[src/rtl/dphs_pkg.sv]
package dphs_pkg;
  localparam int NUM_VIOL = 3;
  localparam int V_STAB   = 0;
  localparam int V_TURN   = 1;
  localparam int V_EARLY  = 2;
endpackage

[src/rtl/dphs_phase_track.sv]
module dphs_phase_track (
  input  logic clk,
  input  logic rst_n,
  input  logic frame_n,
  input  logic devsel_n,
  input  logic irdy_n,
  input  logic trdy_n,
  input  logic rd,
  output logic addr_ph,
  output logic second_ph,
  output logic rd_txn,
  output logic dsel_now,
  output logic xfer,
  output logic irdy_held,
  output logic trdy_held
);
  logic frame_q, second_q, rd_q, dsel_q, irdy_low_q, trdy_low_q, xfer_q;

  assign addr_ph   = ~frame_n & frame_q;
  assign second_ph = second_q;
  assign rd_txn    = rd_q;
  assign xfer      = ~irdy_n & ~trdy_n;
  assign dsel_now  = ~devsel_n | (dsel_q & ~addr_ph);
  assign irdy_held = irdy_low_q & ~xfer_q;
  assign trdy_held = trdy_low_q & ~xfer_q;

  always_ff @(posedge clk) begin
    if (!rst_n) begin
      frame_q    <= 1'b1;
      second_q   <= 1'b0;
      rd_q       <= 1'b0;
      dsel_q     <= 1'b0;
      irdy_low_q <= 1'b0;
      trdy_low_q <= 1'b0;
      xfer_q     <= 1'b0;
    end else begin
      frame_q    <= frame_n;
      second_q   <= addr_ph;
      if (addr_ph) rd_q <= rd;
      dsel_q     <= dsel_now;
      irdy_low_q <= ~irdy_n;
      trdy_low_q <= ~trdy_n;
      xfer_q     <= xfer;
    end
  end
endmodule

[src/rtl/dphs_rule_check.sv]
module dphs_rule_check
  import dphs_pkg::*;
(
  input  logic                clk,
  input  logic                rst_n,
  input  logic                clr_flags,
  input  logic                irdy_n,
  input  logic                trdy_n,
  input  logic                tgt_drv,
  input  logic                second_ph,
  input  logic                rd_txn,
  input  logic                dsel_now,
  input  logic                xfer,
  input  logic                irdy_held,
  input  logic                trdy_held,
  output logic [NUM_VIOL-1:0] pulse,
  output logic [NUM_VIOL-1:0] sticky
);
  logic [NUM_VIOL-1:0] fire;

  assign fire[V_STAB]  = (irdy_held & irdy_n) | (trdy_held & trdy_n);
  assign fire[V_TURN]  = second_ph & rd_txn & (~trdy_n | tgt_drv);
  assign fire[V_EARLY] = xfer & ~dsel_now;

  for (genvar i = 0; i < NUM_VIOL; i++) begin : g_flag
    always_ff @(posedge clk) begin
      if (!rst_n) begin
        pulse[i]  <= 1'b0;
        sticky[i] <= 1'b0;
      end else begin
        pulse[i]  <= fire[i];
        sticky[i] <= fire[i] | (sticky[i] & ~clr_flags);
      end
    end


    pulse_sets_sticky_chk: assert property (@(posedge clk) disable iff (!rst_n)
      pulse[i] |-> sticky[i]);


    sticky_hold_chk: assert property (@(posedge clk) disable iff (!rst_n)
      (sticky[i] && !clr_flags) |=> sticky[i]);
  end
endmodule

[src/rtl/dphs_capture.sv]
module dphs_capture #(
  parameter int DATA_W = 32,
  parameter int BE_W   = 4,
  parameter int CNT_W  = 8
) (
  input  logic              clk,
  input  logic              rst_n,
  input  logic              addr_ph,
  input  logic              xfer,
  input  logic [DATA_W-1:0] data,
  input  logic [BE_W-1:0]   be_n,
  input  logic              out_ready,
  output logic              out_valid,
  output logic [DATA_W-1:0] out_data,
  output logic [BE_W-1:0]   out_be_n,
  output logic              out_nodata,
  output logic [CNT_W-1:0]  count
);
  logic slot_free, load;

  assign slot_free = ~out_valid | out_ready;
  assign load      = xfer & slot_free;

  always_ff @(posedge clk) begin
    if (!rst_n) begin
      out_valid  <= 1'b0;
      out_data   <= '0;
      out_be_n   <= '0;
      out_nodata <= 1'b0;
      count      <= '0;
    end else begin
      if (load) begin
        out_valid  <= 1'b1;
        out_data   <= data;
        out_be_n   <= be_n;
        out_nodata <= &be_n;
      end else if (out_ready) begin
        out_valid  <= 1'b0;
      end
      if (addr_ph)   count <= '0;
      else if (xfer) count <= count + 1'b1;
    end
  end


  stream_hold_chk: assert property (@(posedge clk) disable iff (!rst_n)
    (out_valid && !out_ready) |=> (out_valid && $stable(out_data) && $stable(out_be_n)));


  count_restart_chk: assert property (@(posedge clk) disable iff (!rst_n)
    addr_ph |=> (count == '0));


  count_step_chk: assert property (@(posedge clk) disable iff (!rst_n)
    (xfer && !addr_ph) |=> (count == $past(count) + 1'b1));
endmodule

[src/rtl/dphs_monitor.sv]
module dphs_monitor
  import dphs_pkg::*;
#(
  parameter int DATA_W = 32,
  parameter int BE_W   = 4,
  parameter int CNT_W  = 8
) (
  input  logic              clk,
  input  logic              rst_n,
  input  logic              clr_flags,
  input  logic              bus_frame_n,
  input  logic              bus_devsel_n,
  input  logic              bus_irdy_n,
  input  logic              bus_trdy_n,
  input  logic [BE_W-1:0]   bus_be_n,
  input  logic [DATA_W-1:0] bus_data,
  input  logic              bus_read,
  input  logic              bus_tgt_drv,
  output logic              cap_valid,
  input  logic              cap_ready,
  output logic [DATA_W-1:0] cap_data,
  output logic [BE_W-1:0]   cap_be_n,
  output logic              cap_nodata,
  output logic [CNT_W-1:0]  xfer_count,
  output logic [NUM_VIOL-1:0] viol_pulse,
  output logic [NUM_VIOL-1:0] viol_sticky
);
  logic addr_ph, second_ph, rd_txn, dsel_now, xfer, irdy_held, trdy_held;

  dphs_phase_track u_trk (
    .clk(clk), .rst_n(rst_n), .frame_n(bus_frame_n), .devsel_n(bus_devsel_n),
    .irdy_n(bus_irdy_n), .trdy_n(bus_trdy_n), .rd(bus_read),
    .addr_ph(addr_ph), .second_ph(second_ph), .rd_txn(rd_txn), .dsel_now(dsel_now),
    .xfer(xfer), .irdy_held(irdy_held), .trdy_held(trdy_held)
  );

  dphs_rule_check u_rules (
    .clk(clk), .rst_n(rst_n), .clr_flags(clr_flags), .irdy_n(bus_irdy_n),
    .trdy_n(bus_trdy_n), .tgt_drv(bus_tgt_drv), .second_ph(second_ph),
    .rd_txn(rd_txn), .dsel_now(dsel_now), .xfer(xfer), .irdy_held(irdy_held),
    .trdy_held(trdy_held), .pulse(viol_pulse), .sticky(viol_sticky)
  );

  dphs_capture #(.DATA_W(DATA_W), .BE_W(BE_W), .CNT_W(CNT_W)) u_cap (
    .clk(clk), .rst_n(rst_n), .addr_ph(addr_ph), .xfer(xfer), .data(bus_data),
    .be_n(bus_be_n), .out_ready(cap_ready), .out_valid(cap_valid),
    .out_data(cap_data), .out_be_n(cap_be_n), .out_nodata(cap_nodata),
    .count(xfer_count)
  );


  completion_needs_both_chk: assert property (@(posedge clk) disable iff (!rst_n)
    (xfer_count != $past(xfer_count) && xfer_count != '0) |-> $past(xfer));
endmodule

[config.mk]
export PLATFORM = sky130hd
export DESIGN_NAME = dphs_monitor
export DESIGN_NICKNAME = d
export VERILOG_FILES = /design/src/rtl/dphs_pkg.sv /design/src/rtl/dphs_phase_track.sv /design/src/rtl/dphs_rule_check.sv /design/src/rtl/dphs_capture.sv /design/src/rtl/dphs_monitor.sv
export SDC_FILE = /design/constraint.sdc
export NUM_CORES = 1
export LEC_CHECK = 0
export BUFFER_PORTS_ARGS = -buffer_cell sky130_fd_sc_hd__buf_2
export CELL_PAD_IN_SITES_DETAIL_PLACEMENT = 1
export CELL_PAD_IN_SITES_GLOBAL_PLACEMENT = 2
export CORE_MARGIN = 10
export CORE_UTILIZATION = 28
export CTS_BUF_LIST = sky130_fd_sc_hd__clkbuf_8
export DETAILED_ROUTE_END_ITERATION = 8
export PLACE_DENSITY_LB_ADDON = 0.1
export RECOVER_POWER = 100
export SKIP_CTS_REPAIR_TIMING = 1
export SYNTH_ARGS = -nofsm -noshare
export SYNTH_HDL_FRONTEND = slang
export SYNTH_SLANG_ARGS = --single-unit
[constraint.sdc]
create_clock -name clk -period 1.44 [get_ports clk]
set_clock_uncertainty 0.1 [all_clocks]
set_input_delay 0 -clock clk [delete_from_list [all_inputs] [get_ports clk]]
set_output_delay 0 -clock clk [all_outputs]
set_load 0.03 [all_outputs]
## Yosys cells after proc, flatten, opt, wreduce, memory -nomap -nowiden

Index checks and enable logic that the tools add are counted.

- Flip-flop bits (word level): 59
- Output and inout bits: 52

- Add/sub/neg operators: 1
- Multiplexer cells: 2
- Bitwise logic cells: 31
- Reduce and logical (&&, ||, !) cells: 3

Operators by type and width:

| operator | number |
|---|---|
| 1-bit bitwise AND | 14 |
| 1-bit inverter | 10 |
| 8-bit by 1-bit adder with 8-bit output (second input constant) | 1 |
| 1-bit OR | 7 |
| 4-bit AND reduction | 1 |
| 1-bit 2-to-1 mux | 2 |
| 2-bit nonzero test | 1 |
| 2-bit OR reduction | 1 |

## Logic depth before layout (Yosys ltp)

Gate-level depths: netlist (run 1).

- Depth after elaboration: 8
- Gate-level depth with buffers: 5

## By module

A second synthesis (run 1) with hierarchy kept.

- Cell total of the unflattened synthesis: 253
- Area total of the unflattened synthesis: 2317.2 um^2

Modules (own cells, without submodules):

| module | times used | cells an instance | area each (um^2) | seq. area each (um^2) |
|---|---|---|---|---|
| dphs_capture | 1 | 212 | 1879.3 | 920.9 |
| dphs_phase_track | 1 | 24 | 246.5 | 140.1 |
| dphs_rule_check | 1 | 17 | 191.4 | 120.1 |

## Least setup slack after synthesis (run 1)

No wires, ideal clock.

- Path type: register to register
- Start point: reg u_cap.count[0]
- End point: reg u_cap.count[6]
- Arrival time: 1.410 ns
- Setup slack: -0.140 ns
- Stages on the path, launching flop included: 5
- Path buffers: 0
- Path through: dfxtp_1 ha_1 nand3_1 or4_1 a21oi_1

- Longest elaborated chain between the ends: 1

RTL lines:

| item | line | source |
|---|---|---|
| start: declaration | dphs_capture.sv:17 | `output logic [CNT_W-1:0] count` |
| start signal: assignment | dphs_capture.sv:41 | `else if (xfer) count <= count + 1'b1;` |
| 8-bit by 1-bit adder with 8-bit output | dphs_capture.sv:41 |  |

Every way passes these cells.
A chain may end at the register's enable or synchronous reset.

## Worst setup path after layout (run 1)

Ends and elaborated chain as after synthesis.

==> run metrics, run 1 <==
syn_nets=302; ant diodes=0; sw frac=23.4%; die area=12300 um2; DRC Markers=0; htree depth=3; first-pass GRT wire length=12200 um; leading area contributor after synthesis=dfxtp_1; Tightest Pin Transition=0.417 ns; Peak supply drop=0.585 mV; synthesized cell area=2310 um2; Clk network pwr share=48.0%; die height=111 um; sequential cell area=1190 um2; RSZ-0062 raised after global routing=false; Final Hold Viols=0; largest net degree at the start of global routing=40; Worst EP arrival=1.54 ns; Yosys reg bits=59; top cells by area, synth=dfxtp_1 51%, a21boi_0 12%, nand3_1 8.5%, o21ai_0 8.2%, clkbuf_1 3.1%; Sink Count=59; Tot GR Track Use=12.1%; antenna violations before repair=0; Seq/Total Area, Yosys=51.1%; # setup viols final=0; area grow syn2layout=57.3%; synthesized area per cell=9.06 um2; Post-synth ARST share=0%; Place WS=0.0435 ns; vias post-DR=2367; PnR worst setup slack=0.0661 ns; die width=111 um; TritonCTS clock tree=built; EDFF count, synth=0; dpl cell area=2950 um2; Worst EP required=1.60 ns; Slew Viols, Final=0; fmax=0.728 GHz; status=complete, no violations; CP Max Fanout=5; routed wire length=8200 um; number of max-cap violations=0; fin area=3630 um2; max incr delay on CP=0.40 ns; ANT nets after route=0; detailed-placement wirelength estimate=5440 um; vias in the first global route=2341; count leader, synth=dfxtp_1; root buf cell=clkbuf_8; Logic pwr share=12.4%; initial core utilization=28.4%; min cycle time layout=1.37 ns; Layout Nets=445; PwrDens=1200 nW/um2; routed len/inst=16.1 um; Syn Inst Count=255; crit path cell chain=ha_1, nand3_2, or4_1, a21oi_1; top_reg_cell synth=dfxtp_1; Critical Path End Type=register; I/O pins=98; Final Cycle Share=95.4%; DR iter-0 viols=60; CP delay by family, top=simple AND/OR/NAND/NOR gates; Int Power=0.00334 W; leakage power=1.39 nW; HP Class=input port to register; routed vias/inst=4.66; Synth cell types=31; share of cells above drive strength 1=19.1%; CORE AREA=8130 um2; Fill cells=955; clk_lat worst skew=0.33 ns; Util after Layout=44.7%; Synth top area share=51.1%; Final GP Congestion=0.720; setup TNS=0 ns; YS warnings=0; IO buf count=97; CTS Buf Count=9; Worst setup SP type=register; Clock Path Buffers=2; DR pass1 iterations=4; Worst-path clk slew=0.07 ns; Overflow after GRT=0; Crit-path slowest cell=or4_1; Rel. slew slack=72.3%; Commonest cells post-synth=59 x dfxtp_1, 39 x nand3_1, 38 x o21ai_0; CP bufs+invs=0; Worst Path Class, Setup=register to register; register share of total power=39.7%; FP Rows=33; P_sw=0.00102 W; multi-input combinational cell area=1030 um2
==> metrics by stage <==
| step | hold slack [ns] | cells | total power, W |
|---|---|---|---|
| after global routing | 0.0180 | 508 | 0.00455 |
| after floorplan | -0.0284 | 255 | 0.00203 |
| after CTS | -0.235 | 461 | 0.00432 |
| after detailed placement | 0.129 | 445 | 0.00223 |
| final | 0.0171 | 508 | 0.00436 |
| after global placement | 0.129 | 445 | 0.00223 |
==> power by group through the flow <==
stage | Sequential, W | Combinational [W] | Clock (W)
2_1_floorplan | 0.00187 | 0.000156 | 0
3_3_place_gp | 0.00177 | 0.000462 | 0
3_5_place_dp | 0.00177 | 0.000465 | 0
4_1_cts | 0.00173 | 0.000466 | 0.00213
5_1_grt | 0.00174 | 0.000593 | 0.00222
6_report | 0.00173 | 0.000540 | 0.00209
==> state kept, by name, indices dropped and copies added (netlist names) <==
signal and count:
u_cap.out_data 32, u_cap.count 8, u_cap.out_be_n 4, u_rules.pulse 3, u_rules.sticky 3, u_cap.out_nodata 1
u_cap.out_valid 1, u_trk.dsel_q 1, u_trk.frame_q 1, u_trk.irdy_low_q 1, u_trk.rd_txn 1, u_trk.second_ph 1
u_trk.trdy_low_q 1, u_trk.xfer_q 1
==> cells in the final DEF (no fill, tap or decap), types with 2 or more instances in the layout <==
cell,count
and2_0,2
buf_2,44
nor2b_1,5
dfxtp_1,55
mux2i_1,2
a21oi_1,7
or4_1,3
bufinv_16,4
dfxtp_2,3
nor3b_1,2
clkbuf_1,53
nand2b_1,3
nor2_1,3
a21o_1,2
buf_12,2
dlygate4sd3_1,47
clkbuf_8,11
nand2_1,5
nand3_1,38
o21ai_0,38
or3_1,2
a21boi_0,37
xnor2_1,2
buf_4,7
nand4_1,3
o31ai_1,3
inv_1,6
==> cell families (layout without fill, tap and decap cells) <==
group                    Yosys count  count (layout)  share of synthesized area (%)
adder cells (fa/ha/maj)            1               1                          0.542
multiplexers                       2               2                          0.867
buffers and inverters             27             175                           4.82
XOR/XNOR                           2               2                          0.759
AO/OA/AOI/OAI                     91              91                           24.7
flip-flops                        59              59                           51.1
AND/OR/NAND/NOR                   73              73                           17.2
==> final timing paths <==
| check | start | to | slack, ns | cells past startpoint |
|---|---|---|---|---|
| setup / recovery | u_cap.count[0] | u_cap.count[6] | 0.07 | 4 |
| hold / removal | bus_trdy_n | u_trk.trdy_low_q | 0.02 | 3 |
| setup reg to reg | u_cap.count[0] | u_cap.count[6] | 0.07 | 4 |
| hold reg to reg | u_trk.xfer_q | u_rules.pulse[0] | 0.32 | 1 |
==> layout make-up <==
class,count,area share [%]
flip-flops and latches,59,32.7
multi-input cells,169,28.4
repair buffers,154,27.2
clock buffers,11,4.17
well taps,105,3.62
clock inverters,5,3.41
inverters,5,0.517
==> worst min-delay path: cells and delay by family <==
family,cells,cell delay [ns]
buffers and inverters,2,0.23
AND/OR/NAND/NOR,1,0.18
==> routing by layer <==
| metal | global-route usage [%] | part of all wire, % | routed length (um) |
|---|---|---|---|
| met3 | 5.36 | 5.8 | 476 |
| met4 | 4.17 | 0.87 | 71 |
| met1 | 15.1 | 48 | 3940 |
| met2 | 18.0 | 45 | 3710 |
| met5 | 0 | 0 | 0 |
(Power assumes the default switching activity.)
==> run 2: changes to the inputs <==
Settings changed: REMOVE_ABC_BUFFERS set to 1.
==> run 2 against run 1 <==
  * Cell count rose by 0.20%
  * Register-to-register slack improved by 0.02 ns
  * Die area did not move
  * Largest cell class unchanged
  * Critical path depth did not move
  * The flow now finishes with violations (hold timing)
  * Via count rose by 2.5%
  * Utilization fell by 1.2 points
  * Sequential power barely moved
  * Combinational power barely moved
  * Total power fell by 13%
==> run metrics, run 2 (synthesis gave the netlist of run 1 again) <==
die area=12300 um2; status=finished with violations; Worst EP arrival=1.52 ns; leakage power=1.35 nW; TritonCTS clock tree=built; CP Max Fanout=4; I/O pins=98; Sink Count=59; Final Hold Viols=1; die height=111 um; most flop-heavy register=u_cap.out_data; CTS Buf Count=9; Worst Path Class, Setup=register to register; Peak supply drop=0.440 mV; vias post-DR=2427; routed vias/inst=4.77; ant diodes=0; Clock Path Buffers=2; min cycle time layout=1.36 ns; Largest regs=u_cap.out_data: 32 flops, u_cap.count: 8 flops, u_cap.out_be_n: 4 flops; PwrDens=1070 nW/um2; DR pass1 iterations=4; Fin Hold WS=-0.00130 ns; commonest non-fill, non-tap cell in the layout=dfxtp_1; share of cells above drive strength 1=18.8%; first-pass GRT wire length=13200 um; DR iter-0 viols=73; die width=111 um; FP Rows=33; Slew Viols, Final=0; fmax=0.737 GHz; htree depth=3; Largest register FFs=32; routed wire length=8340 um; CORE AREA=8130 um2; Tightest Pin Transition=0.774 ns; # setup viols final=0; IO buf count=97; Layout Nets=447; Util after Layout=43.5%; Final GP Congestion=0.738; Worst-path clk slew=0.06 ns; Worst EP required=1.60 ns; largest net degree at the start of global routing=37; Final Cycle Share=94.2%; number of max-cap violations=0; vias in the first global route=2519; DRC Markers=0; RSZ-0062 raised after global routing=false; routed len/inst=16.4 um; clk_lat worst skew=0.33 ns; Worst setup SP type=register; root buf cell=clkbuf_8; HP Class=input port to register; detailed-placement wirelength estimate=5680 um; ANT nets after route=0; Overflow after GRT=0; Rel. slew slack=48.4%; commonest cells after routing, fill and taps aside=58 x dfxtp_1, 55 x clkbuf_1, 45 x dlygate4sd3_1; Critical Path End Type=register; antenna violations before repair=0; setup TNS=0 ns; initial core utilization=28.4%; failing checks=hold timing; area grow syn2layout=53.1%; Tot GR Track Use=12.9%; total chip power=0.00378 W
[run 2: cell count changes in the layout (fill, tap and decap cells not counted), sizes merged]
cell	change
clkbuf	+6
bufinv	-3
buf	-2
dlygate4sd3	-2
clkinv	+1
inv	+1
[run 2: per-stage QoR]
step | cells | worst slack, ns | cell area [um2]
3_5_place_dp | 449 | 0.0663 | 2960
5_1_grt | 509 | 0.00370 | 3540
4_1_cts | 464 | 0.0337 | 3160
6_report | 509 | 0.0834 | 3540
2_1_floorplan | 233 | -0.566 | 2220
3_3_place_gp | 449 | 0.106 | 2960
[run 2: path summary, 6_finish.rpt]
path,startpoint,end,slack [ns],cells past startpoint
setup / recovery,u_cap.count[1],u_cap.count[6],0.08,4
hold / removal,bus_irdy_n,u_rules.pulse[0],-0.001,3
setup reg to reg,u_cap.count[1],u_cap.count[6],0.08,4
hold reg to reg,u_trk.xfer_q,u_rules.pulse[0],0.32,1
[run 2: area by class of cell]
class	instances	area [um2]
Fill cell	959	4600
Sequential cell	59	1180
Multi-Input combinational cell	169	1040
Timing Repair Buffer	156	970
Clock buffer	11	151
Tap cell	105	131
Clock inverter	4	42.5
Inverter	5	18.8
[run 2: power by group]
part           switching [W]  internal [W]  leakage (nW)
combinational       0.000312      0.000226         0.758
sequential         0.0000301       0.00170         0.482
clock               0.000642      0.000869         0.108
[run 2: layer usage]
metal	global-route usage (%)	routed length [um]
met5	0	0
met4	5.56	165
met3	5.52	543
met2	20.6	4010
met1	14.7	3620
[run 2: worst max-delay path, cell delays in order, from the launching register on]
cell     delay (ns)
dfxtp_1        0.34
ha_2           0.19
nand3_2        0.10
or4_1          0.41
a21oi_1        0.15
==> run 3: changes to the inputs <==
Settings changed: SYNTH_HIERARCHICAL set to 1.
==> run 3 against run 2 <==
  * The run still ends with hold timing left
  * Combinational power rose by 2%
  * Worst setup slack got worse by 0.046 ns
  * Global-route usage down 0.94 points
  * Count of clock-buffer cells in the layout decreased by 2
  * Sequential cell count unchanged
  * Final area increased by 1.1%
  * Non-clock buffer count increased by 1
==> run metrics, run 3 <==
status=finished with violations; failing checks=hold timing; Syn Inst Count=253; top cells by area, synth=dfxtp_1 51%, o21ai_0 8.9%, a21boi_0 8.7%, nand3_1 8.4%, a21boi_1 3.6%; die height=111 um; dpl cells=445; I/O pins=98; TritonCTS clock tree=built; Post-synth ARST share=0%; Overflow after GRT=0; Largest register FFs=32; PwrDens=1090 nW/um2; routed len/inst=15.6 um; Critical Path End Type=register; CTS Buf Count=9; root buf cell=clkbuf_8; Yosys reg bits=59; routed vias/inst=4.58; vias post-DR=2332; area grow syn2layout=54.3%; Layout Cells excl Fill=509; CP delay by family, top=buffers and inverters; Layout Nets=446; Synth top area share=51.0%; Place WS=0.0710 ns; DR pass1 iterations=6; detailed-placement wirelength estimate=5580 um; Worst-path clk slew=0.07 ns; most flop-heavy register=u_cap/out_data; commonest non-fill, non-tap cell in the layout=dfxtp_1; synthesized area per cell=9.16 um2; CP dominant cell by count=dlygate4sd3_1; setup TNS=0 ns; clk_lat worst skew=0.33 ns; Sink Count=59; routed wl met2=3710 um; die area=12300 um2; leakage power=1.39 nW; Worst EP arrival=1.58 ns; Commonest cells post-synth=59 x dfxtp_1, 41 x o21ai_0, 39 x nand3_1; die width=111 um; IO buf count=97; max incr delay on CP=0.56 ns; Max Used Layer=met4; Seq/Total Area, Yosys=51.0%; leading area contributor after synthesis=dfxtp_1; Worst setup SP type=input port; total chip power=0.00389 W; Rel. slew slack=49.9%; Final Cycle Share=97.4%; synthesized cell area=2320 um2; first-pass GRT wire length=12100 um; DRC Markers=0; share of cells above drive strength 1=19.3%; YS warnings=6; antenna violations before repair=0; Tightest Pin Transition=0.752 ns; Tot GR Track Use=12.0%; ant diodes=0; PnR worst setup slack=0.0369 ns; Crit-path slowest cell=dlygate4sd3_1; EDFF count, synth=0; number of max-cap violations=0; Slew Viols, Final=0; Worst EP required=1.62 ns; CP Max Fanout=5; ANT nets after route=0; commonest cells after routing, fill and taps aside=57 x dfxtp_1, 55 x clkbuf_1, 48 x dlygate4sd3_1; Fin Hold WS=-0.00764 ns; largest net degree at the start of global routing=29; Largest regs=u_cap/out_data: 32 flops, u_cap/count: 8 flops, u_cap/out_be_n: 4 flops; Final GP Congestion=0.689; CP bufs+invs=3; Clock Path Buffers=2; count leader, synth=dfxtp_1; Peak supply drop=0.433 mV; Metal-1 WL=3790 um; met3 routed WL=375 um; Worst Path Class, Setup=input port to register; vias in the first global route=2316; DR iter-0 viols=48; crit path cell chain=dlygate4sd3_1, buf_2, nor2b_4, mux2i_1, dlygate4sd3_1; htree depth=3; top_reg_cell synth=dfxtp_1; min cycle time layout=1.40 ns; initial core utilization=28.5%; HP Class=input port to register; CORE AREA=8130 um2; FP Rows=33; # setup viols final=0; Final Hold Viols=2; fmax=0.713 GHz; Synth cell types=34; routed wire length=7950 um
==> run 3: routing by layer <==
layer  up-vias  global-route usage [%]
li1       1183                       -
met1      1084                    14.9
met2        58                    18.4
met3         7                    3.84
met4         0                    5.47
met5         -                       0
==> run 3: cells by family after synthesis <==
kind of cell	count (synthesis)	share of synthesized area [%]
flip-flops	59	51.0
AO/OA/AOI/OAI	87	23.8
multiplexers	2	0.864
adder cells (fa/ha/maj)	1	0.540
AND/OR/NAND/NOR	74	17.2
buffers and inverters	26	5.18
XOR/XNOR	4	1.51
==> run 3: cell type report <==
cell class                 instances  area, um2
multi-input combinational        168       1030
inverter                           4       15.0
clock inverter                     7       85.1
tap                              105        131
fill                             978       4560
timing repair buffer             157       1010
clock buffer                       9        124
sequential                        59       1180
==> run 3: per-stage QoR <==
| step | utilization (%) | area [um2] |
|---|---|---|
| 2_1_floorplan | - | 2210 |
| 4_1_cts | 38.9 | 3160 |
| 5_1_grt | 44.0 | 3580 |
| 3_5_place_dp | 36.3 | 2950 |
| 6_report | 44.0 | 3580 |
| 3_3_place_gp | 36.3 | 2950 |
==> run 3: report_power, final <==
group	leakage, nW	internal [W]	switching, W
clock	0.112	0.000956	0.000650
sequential	0.483	0.00170	0.0000321
combinational	0.799	0.000239	0.000310
total	1.39	0.00289	0.000991
==> run 3: worst min-delay path, stage by stage <==
cell,delay [ns]
buf_2,0.11
nor2b_4,0.06
o21ai_0,0.13
a21boi_0,0.07
==> run 3: final timing paths <==
kind | start | cells past startpoint | endpoint | slack [ns]
setup / recovery | bus_frame_n | 5 | u_trk/rd_txn | 0.04
hold / removal | cap_ready | 4 | u_cap/out_be_n[2] | -0.008
setup reg to reg | u_trk/frame_q | 3 | u_trk/rd_txn | 0.04
hold reg to reg | u_rules/sticky[2] | 1 | u_rules/sticky[2] | 0.36
